### config.mk
export PLATFORM = sky130hd
export DESIGN_NAME = sbr_top
export DESIGN_NICKNAME = d
export VERILOG_FILES = /design/src/rtl/sbr_pkg.sv /design/src/rtl/sbr_store.sv /design/src/rtl/sbr_target.sv /design/src/rtl/sbr_master.sv /design/src/rtl/sbr_top.sv
export SDC_FILE = /design/constraint.sdc
export NUM_CORES = 1
export LEC_CHECK = 0
export ABC_AREA = 1
export BUFFER_PORTS_ARGS = -buffer_cell sky130_fd_sc_hd__buf_4
export CAP_MARGIN = 25
export CORE_UTILIZATION = 50
export DETAILED_ROUTE_END_ITERATION = 12
export PLACE_DENSITY = 0.66
export RECOVER_POWER = 100
export SYNTH_ARGS = -nofsm -noshare
export SYNTH_HDL_FRONTEND = slang
export SYNTH_SLANG_ARGS = --single-unit
### constraint.sdc
create_clock -name clk -period 2.4 [get_ports clk]
set_clock_uncertainty 0.05 [all_clocks]
set_input_delay 0.24 -clock clk [delete_from_list [all_inputs] [get_ports clk]]
set_output_delay 0.24 -clock clk [all_outputs]
set_load 0.02 [all_outputs]
### src/rtl/sbr_pkg.sv
package sbr_pkg;

  typedef enum logic [2:0] {
    MS_IDLE = 3'd0,
    MS_T1   = 3'd1,
    MS_T2   = 3'd2,
    MS_T3   = 3'd3,
    MS_DONE = 3'd4
  } mst_state_t;

  typedef enum logic [1:0] {
    TS_IDLE   = 2'd0,
    TS_ACCESS = 2'd1,
    TS_DRIVE  = 2'd2
  } tgt_state_t;

  localparam logic [63:0] FILL_MUL = 64'd40503;
  localparam logic [63:0] FILL_ADD = 64'd4660;

  // start-up content of storage word idx, wide enough for any DATA_W up to 64
  function automatic logic [63:0] sbr_fill(input int unsigned idx);
    return 64'(idx) * FILL_MUL + FILL_ADD;
  endfunction

endpackage

### src/rtl/sbr_store.sv
module sbr_store #(
  parameter int DATA_W = 16,
  parameter int DEPTH  = 256,
  localparam int IDX_W = $clog2(DEPTH)
) (
  input  logic              clk,
  input  logic              rd_en,
  input  logic [IDX_W-1:0]  rd_idx,
  output logic [DATA_W-1:0] rd_q
);
  import sbr_pkg::*;

  logic [DATA_W-1:0] mem [DEPTH];

  initial begin
    for (int i = 0; i < DEPTH; i++) begin
      mem[i] = DATA_W'(sbr_fill(i));
    end
  end

  // registered read port, block-RAM friendly
  always_ff @(posedge clk) begin
    if (rd_en) begin
      rd_q <= mem[rd_idx];
    end
  end

endmodule

### src/rtl/sbr_target.sv
module sbr_target #(
  parameter int ADDR_W = 16,
  parameter int DATA_W = 16,
  parameter int DEPTH  = 256,
  localparam int IDX_W = $clog2(DEPTH)
) (
  input  logic              clk,
  input  logic              rst,
  input  logic [ADDR_W-1:0] bus_addr,
  input  logic              bus_rd,
  output logic [DATA_W-1:0] bus_data,
  output logic              bus_data_oe
);
  import sbr_pkg::*;

  tgt_state_t        state;
  logic              rd_seen;
  logic [IDX_W-1:0]  idx_seen;
  logic              rd_en;
  logic [DATA_W-1:0] mem_q;

  // bus lines sensed on the trailing edge
  always_ff @(negedge clk) begin
    if (rst) begin
      rd_seen  <= 1'b0;
      idx_seen <= '0;
    end else begin
      rd_seen  <= bus_rd;
      idx_seen <= bus_addr[IDX_W-1:0];
    end
  end

  assign rd_en = (state == TS_IDLE) && rd_seen;

  sbr_store #(
    .DATA_W(DATA_W),
    .DEPTH (DEPTH)
  ) u_store (
    .clk   (clk),
    .rd_en (rd_en),
    .rd_idx(idx_seen),
    .rd_q  (mem_q)
  );

  always_ff @(posedge clk) begin
    if (rst) begin
      state       <= TS_IDLE;
      bus_data    <= '0;
      bus_data_oe <= 1'b0;
    end else begin
      case (state)
        TS_IDLE: begin
          if (rd_seen) state <= TS_ACCESS;
        end
        TS_ACCESS: begin
          bus_data    <= mem_q;
          bus_data_oe <= 1'b1;
          state       <= TS_DRIVE;
        end
        TS_DRIVE: begin
          bus_data    <= '0;
          bus_data_oe <= 1'b0;
          state       <= TS_IDLE;
        end
        default: state <= TS_IDLE;
      endcase
    end
  end

  // no data on the bus during the access period
  p_quiet_access_r4: assert property (@(posedge clk) disable iff (rst)
    (state == TS_ACCESS) |-> !bus_data_oe);

  // the target drives data for one period only
  p_drive_once_r4: assert property (@(posedge clk) disable iff (rst)
    bus_data_oe |=> !bus_data_oe);

endmodule

### src/rtl/sbr_master.sv
module sbr_master #(
  parameter int ADDR_W = 16,
  parameter int DATA_W = 16
) (
  input  logic              clk,
  input  logic              rst,
  input  logic              req_valid,
  input  logic [ADDR_W-1:0] req_addr,
  output logic              req_busy,
  output logic [DATA_W-1:0] rsp_data,
  output logic              rsp_done,
  output logic [ADDR_W-1:0] bus_addr,
  output logic              bus_rd,
  input  logic [DATA_W-1:0] bus_data_in
);
  import sbr_pkg::*;

  mst_state_t        state;
  logic [DATA_W-1:0] cap_q;

  assign req_busy = (state != MS_IDLE);

  always_ff @(posedge clk) begin
    if (rst) begin
      state    <= MS_IDLE;
      bus_addr <= '0;
      bus_rd   <= 1'b0;
      rsp_data <= '0;
      rsp_done <= 1'b0;
    end else begin
      rsp_done <= 1'b0;
      case (state)
        MS_IDLE: begin
          if (req_valid) begin
            bus_addr <= req_addr;
            bus_rd   <= 1'b1;
            state    <= MS_T1;
          end
        end
        MS_T1: state <= MS_T2;
        MS_T2: state <= MS_T3;
        MS_T3: begin
          bus_rd   <= 1'b0;
          bus_addr <= '0;
          rsp_data <= cap_q;
          rsp_done <= 1'b1;
          state    <= MS_DONE;
        end
        MS_DONE: state <= MS_IDLE;
        default: state <= MS_IDLE;
      endcase
    end
  end

  // data is taken from the bus on the trailing edge, only inside T3
  always_ff @(negedge clk) begin
    if (rst) begin
      cap_q <= '0;
    end else if (state == MS_T3) begin
      cap_q <= bus_data_in;
    end
  end

  // the strobe ends after the third period
  p_rd_three_r2: assert property (@(posedge clk) disable iff (rst)
    (state == MS_T3) |=> !bus_rd);

  // address held through the read
  p_addr_hold_r3: assert property (@(posedge clk) disable iff (rst)
    ((state == MS_T2) || (state == MS_T3)) |-> ($stable(bus_addr) && bus_rd));

  // done is a single-cycle pulse
  p_done_single_r7: assert property (@(posedge clk) disable iff (rst)
    rsp_done |=> !rsp_done);

endmodule

### src/rtl/sbr_top.sv
module sbr_top #(
  parameter int ADDR_W = 16,
  parameter int DATA_W = 16,
  parameter int DEPTH  = 256
) (
  input  logic              clk,
  input  logic              rst,
  input  logic              req_valid,
  input  logic [ADDR_W-1:0] req_addr,
  output logic              req_busy,
  output logic [DATA_W-1:0] rsp_data,
  output logic              rsp_done,
  output logic [ADDR_W-1:0] bus_addr,
  output logic              bus_rd,
  output logic [DATA_W-1:0] bus_data,
  output logic              bus_data_oe
);

  sbr_master #(
    .ADDR_W(ADDR_W),
    .DATA_W(DATA_W)
  ) u_master (
    .clk        (clk),
    .rst        (rst),
    .req_valid  (req_valid),
    .req_addr   (req_addr),
    .req_busy   (req_busy),
    .rsp_data   (rsp_data),
    .rsp_done   (rsp_done),
    .bus_addr   (bus_addr),
    .bus_rd     (bus_rd),
    .bus_data_in(bus_data)
  );

  sbr_target #(
    .ADDR_W(ADDR_W),
    .DATA_W(DATA_W),
    .DEPTH (DEPTH)
  ) u_target (
    .clk        (clk),
    .rst        (rst),
    .bus_addr   (bus_addr),
    .bus_rd     (bus_rd),
    .bus_data   (bus_data),
    .bus_data_oe(bus_data_oe)
  );

  // the target drives only inside a read started by the master
  p_oe_in_read_r4: assert property (@(posedge clk) disable iff (rst)
    bus_data_oe |-> bus_rd);

  // done follows the data period
  p_done_after_drive_r7: assert property (@(posedge clk) disable iff (rst)
    rsp_done |-> $past(bus_data_oe));

  // busy whenever the strobe is up
  p_busy_in_read_r8: assert property (@(posedge clk) disable iff (rst)
    bus_rd |-> req_busy);

endmodule

# Yosys cells after proc, flatten, opt, wreduce, memory -nomap -nowiden
# Memories as Yosys holds them, arrays and structs flattened. A register that Yosys moved wholly into a read port is not among the register bits.
# Index checks and enable logic that the tools add are counted.
# classes
eq_ne	7
muxes	11
n_reduce_logical	7
# op_table
cell	n
case mux 16 bit (2 select lines)	2
two-way mux 16 bit	1
case mux 3 bit (4 select lines)	1
equality test 3 x 2 -> 1 bit, second input constant	2
case mux 1 bit (2 select lines)	2
case mux 2 bit (2 select lines)	1
nonzero test 2 bit	2
equality test 3 x 1 -> 1 bit, second input constant	1
logical NOT 3 bit	1
two-way mux 3 bit	1
nonzero test 3 bit	1
equality test 2 x 1 -> 1 bit, second input constant	1
equality test 2 bit, second input constant	1
logical NOT 2 bit	1
two-way mux 1 bit	2
two-way mux 2 bit	1
!= test 2 x 1 -> 1 bit, second input constant	1
!= test 2 bit, second input constant	1
AND reduction 2 bit	1
logical AND 1 bit	1
# word_totals
regBits	81
romBits	4096
input_bits	19
output_inout_bits	52
wordCells	37
memories	1
# memory_table
name	words	width	rd	rd_clocked_by_memory_dff	wr	line_no	source
u_target.u_store.mem	256	16	1	1	0	sbr_store.sv:13	logic [DATA_W-1:0] mem [DEPTH];

# Longest topological paths before layout
# logic_depth
depth_word	3
ltp_mapped	14
mapped_depth_nobuf	14

# Modules after synthesis
# Synthesis repeated with hierarchy kept, for this count alone.
# hier_totals
cells_unflattened	985
hier_area_um2	6292.3
# by_module_without_submodules
module	instances	cells_each	area_per_inst_um2	seq_area_each_um2
sbr_store	1	600	3280.6	480.5
sbr_master	1	258	1873.0	1061.0
sbr_target	1	127	1138.6	560.5

==> key figures <==
Route
  • # DRC: 5
  • Post-Route WL: 22.36 mm
  • DRT Pass-1 Iters: 10
  • 1st-iter DRT viols: approximately 900
  • Number of vias per cell: between 5 and 6
  • Wire length per cell: between 15 and 20 um
  • DR vias: 7390
  • Routed Antenna Nets: 0

Global routing
  • First-pass GRT wire length: ~34 mm
  • Vias in the first global route: 6835
  • Total grt overflow: 0
  • Total track usage: 0.3365
  • Antenna violations before repair: 0
  • Largest net degree at the start of global routing: 44

Floorplan
  • Boundary pin count: between 70 and 80
  • Die Height: ~110 um
  • Initial core utilization: 0.5203
  • Die area: 0.01253 mm^2
  • CORE AREA: between 0.01 and 0.015 mm^2
  • # rows: 39
  • Chip width: 111.9 um

Clock network
  • TritonCTS Sinks: 97
  • Cts hold-fix bufs: 0
  • Reg clk slew, reported paths: 70 ps
  • H-tree depth: 3
  • TritonCTS clock tree: yes
  • Root Driver: clkbuf_16
  • Clock Latency Late Sink: 420 ps
  • CTS Buffer Depth: 2
  • CTS Buf Count: 9

Logic synthesis
  • Post-synthesis sequential area ratio: 0.3479
  • Synthesized area: 0.006042 mm^2
  • Post-synthesis cell type count: 31
  • Synth Register Bits: 97
  • Synth Flop Type: dfxtp_1
  • Yosys top cell area share: 0.2684
  • Post-synth ARST share: 0
  • Post-synth EDFFs: 16
  • Yosys Warn Count: 0
  • Area contributors post-synth: dfxtp_1, nand2_1, nand3_1
  • Synthesized netlist net count: 992
  • Synth area leader: dfxtp_1
  • Mean post-synth cell area: 6.320 um^2
  • Post-Synthesis Cells: 956

Critical path
  • Crit-path max FO: 5
  • Crit path largest cell delay: 390 ps
  • Buf+Inv Stages, Crit Path: 2
  • CP cell instances: inv_8 > buf_8 > ha_2 > or2_4 > o21ai_2 > nand2_1 > nand3_1 > nand3b_1 > nand3_1 > nand2_1
  • Crit start category: flip-flop
  • CP endpoint kind: flip-flop
  • Top Family by Delay on Critical Path: simple AND/OR/NAND/NOR gates
  • Slowest stage cell, crit path: dfxtp_4
  • Arrival @ worst endpoint: 3170 ps
  • Worst EP required: ~2500 ps
  • Worst Path Class, Setup: flip-flop to flip-flop

Run status
  • Failing checks: design-rule violations, negative setup slack
  • Status: finished, violations left

Worst hold path
  • Worst Hold Class: primary input to flip-flop

STA
  • Unrepaired setup endpoints after global routing: yes
  • Number of max-slew violations in the final report: 0
  • Slew at the pin closest to its max-slew limit: 988.9 ps
  • Worst setup margin: -707.4 ps
  • Fin. Hold Viols: 0
  • Endpoints failing setup: 30
  • Rel. slew slack: 0.3407

Placed design
  • DP HPWL: about 15 mm
  • GPL Wtd Cong: 1.039
  • Port Buffers: 70
  • Placed cell area: 0.007560 mm^2

Final layout
  • Share of cells above drive strength 1: 0.2363
  • N_diodes: 0
  • Final Cell Area: between 0.008 and 0.009 mm^2
  • Area growth, synth to finish: 38.89%
  • Nets@finish: ~1.2k

Power and ir drop
  • Power Density: approximately 670 mW/mm^2
  • Power Total: 5.657 mW
  • Leak: between 4 and 5 nW
  • Peak VDD IR: 0.0004689 V

Job
  • Max-cap violations: 0
[metrics by stage]
stage / setup slack [ps] / utilization / std cells / hold slack [ps] / setup TNS (ps)
4_1_cts: -687.7 / 0.7103 / 1265 / 74.90 / -7615
5_1_grt: -788.6 / 0.7226 / 1277 / 84.39 / -10260
6_report: -707.4 / 0.7226 / 1277 / 80.39 / -8551
2_1_floorplan: -595.7 / - / 956 / 338.5 / -5995
3_5_place_dp: -715.1 / 0.6509 / 1220 / 381.7 / -7939
3_3_place_gp: -677.4 / 0.6509 / 1220 / 375.8 / -7691
[worst reg2reg max path: stages (launching register included)]
cell and delay (ps):
dfxtp_4 390, inv_8 50, buf_8 130, ha_2 180, or2_4 260, o21ai_2 150
nand2_1 80, nand3_1 60, nand3b_1 110, nand3_1 100, nand2_1 60
[cell type report]
type / instances / area, um^2
Fill cell: 961 / 3222
Multi-Input combinational cell: 688 / 3756
Timing Repair Buffer: 196 / 1498
Inverter: 112 / 445.4
Clock buffer: 11 / 232.7
Tap cell: 143 / 178.9
Sequential cell: 97 / 2120
Clock inverter: 30 / 161.4
[what timing repair did]
action | 4_1_cts | 5_1_grt
setup buffers | 4 | 7
setup endpoints to repair | 15 | 28
gates cloned | 1 | 5
gates resized for setup | 60 | 64
pin swaps | 26 | 9
[cells in the mapped netlist, types with 8 or more instances]
| master | n |
|---|---|
| nand2_1 | 263 |
| nand3_1 | 142 |
| inv_1 | 106 |
| nor2_1 | 91 |
| dfxtp_1 | 81 |
| o21ai_0 | 61 |
| a21oi_1 | 43 |
| clkbuf_1 | 28 |
| o22ai_1 | 25 |
| buf_2 | 18 |
| ha_1 | 17 |
| edfxtp_1 | 16 |
| o32ai_1 | 8 |
[per-layer routing]
metal | up-vias | share of wire | track usage | routed length (um)
li1 | 3455 | - | - | -
met1 | 3427 | 0.40 | 0.4274 | 8925
met2 | 417 | 0.48 | 0.5602 | 10750
met3 | 91 | 0.075 | 0.05063 | 1678
met4 | 0 | 0.045 | 0.1604 | 1007
met5 | - | 0 | 0 | 0
[path summary, 6_finish.rpt]
path                                      from                                 end  slack, ps  cells after the start
min reg2reg  u_target.bus_data_oe$_SDFFE_PP0P_   u_target.bus_data_oe$_SDFFE_PP0P_        440                      2
min                                req_addr[4]   u_master.bus_addr[4]$_SDFFE_PP0P_         80                      3
max            u_target.idx_seen[1]$_SDFF_NP0_  u_target.u_store.rd_q[7]$_DFFE_PP_       -710                     10
max reg2reg    u_target.idx_seen[1]$_SDFF_NP0_  u_target.u_store.rd_q[7]$_DFFE_PP_       -710                     10
[report_power, final]
part	total [mW]	leakage, nW	switching (mW)	internal [mW]
clock network	1.65	0.280	0.767	0.882
logic	1.99	3.00	1.30	0.683
registers	2.02	0.810	0.140	1.88
total	5.66	4.09	2.21	3.45
[sequential cells by signal (all words and copies together) (netlist names)]
signal,cells
u_master.cap_q,16
u_target.state,2
u_master.state,3
u_target.rd_seen,1
u_master.rsp_data,16
u_target.bus_data,16
u_target.idx_seen,8
u_master.bus_addr,16
u_master.rsp_done,1
u_target.bus_data_oe,1
u_master.bus_rd,1
u_target.u_store.rd_q,16
[cell families after synthesis]
group / after synthesis / synth area share
simple gates: 517 / 0.3605
compound gates: 154 / 0.1421
buf+inv: 171 / 0.1143
fa+ha+maj: 17 / 0.03520
flops: 97 / 0.3479
[cells in the final DEF (no fill, tap or decap), types with 2 or more instances in the layout]
| master | count |
|---|---|
| nand2_8 | 3 |
| nand3_4 | 4 |
| inv_6 | 2 |
| nand3_2 | 12 |
| buf_4 | 123 |
| inv_1 | 127 |
| nand2_2 | 20 |
| a21oi_4 | 2 |
| clkinv_1 | 3 |
| a21oi_1 | 35 |
| nand2_4 | 10 |
| dfxtp_4 | 4 |
| clkbuf_1 | 55 |
| nand3b_1 | 2 |
| dfxtp_1 | 75 |
| ha_4 | 6 |
| buf_6 | 4 |
| nand4_1 | 2 |
| clkbuf_16 | 13 |
| o211ai_1 | 7 |
| nor2_1 | 90 |
| inv_2 | 3 |
| buf_12 | 9 |
| nand2_1 | 234 |
| inv_8 | 4 |
| nand3_1 | 128 |
| dfxtp_2 | 2 |
| o21ai_2 | 20 |
| o22ai_1 | 24 |
| edfxtp_1 | 16 |
| o21ai_0 | 37 |
| or2_2 | 2 |
| a21oi_2 | 6 |
| ha_1 | 7 |
| nor2_4 | 2 |
| o21ai_1 | 10 |
| o32ai_1 | 8 |
| ha_2 | 4 |
| or2_4 | 3 |
(Power assumes the default switching activity.)
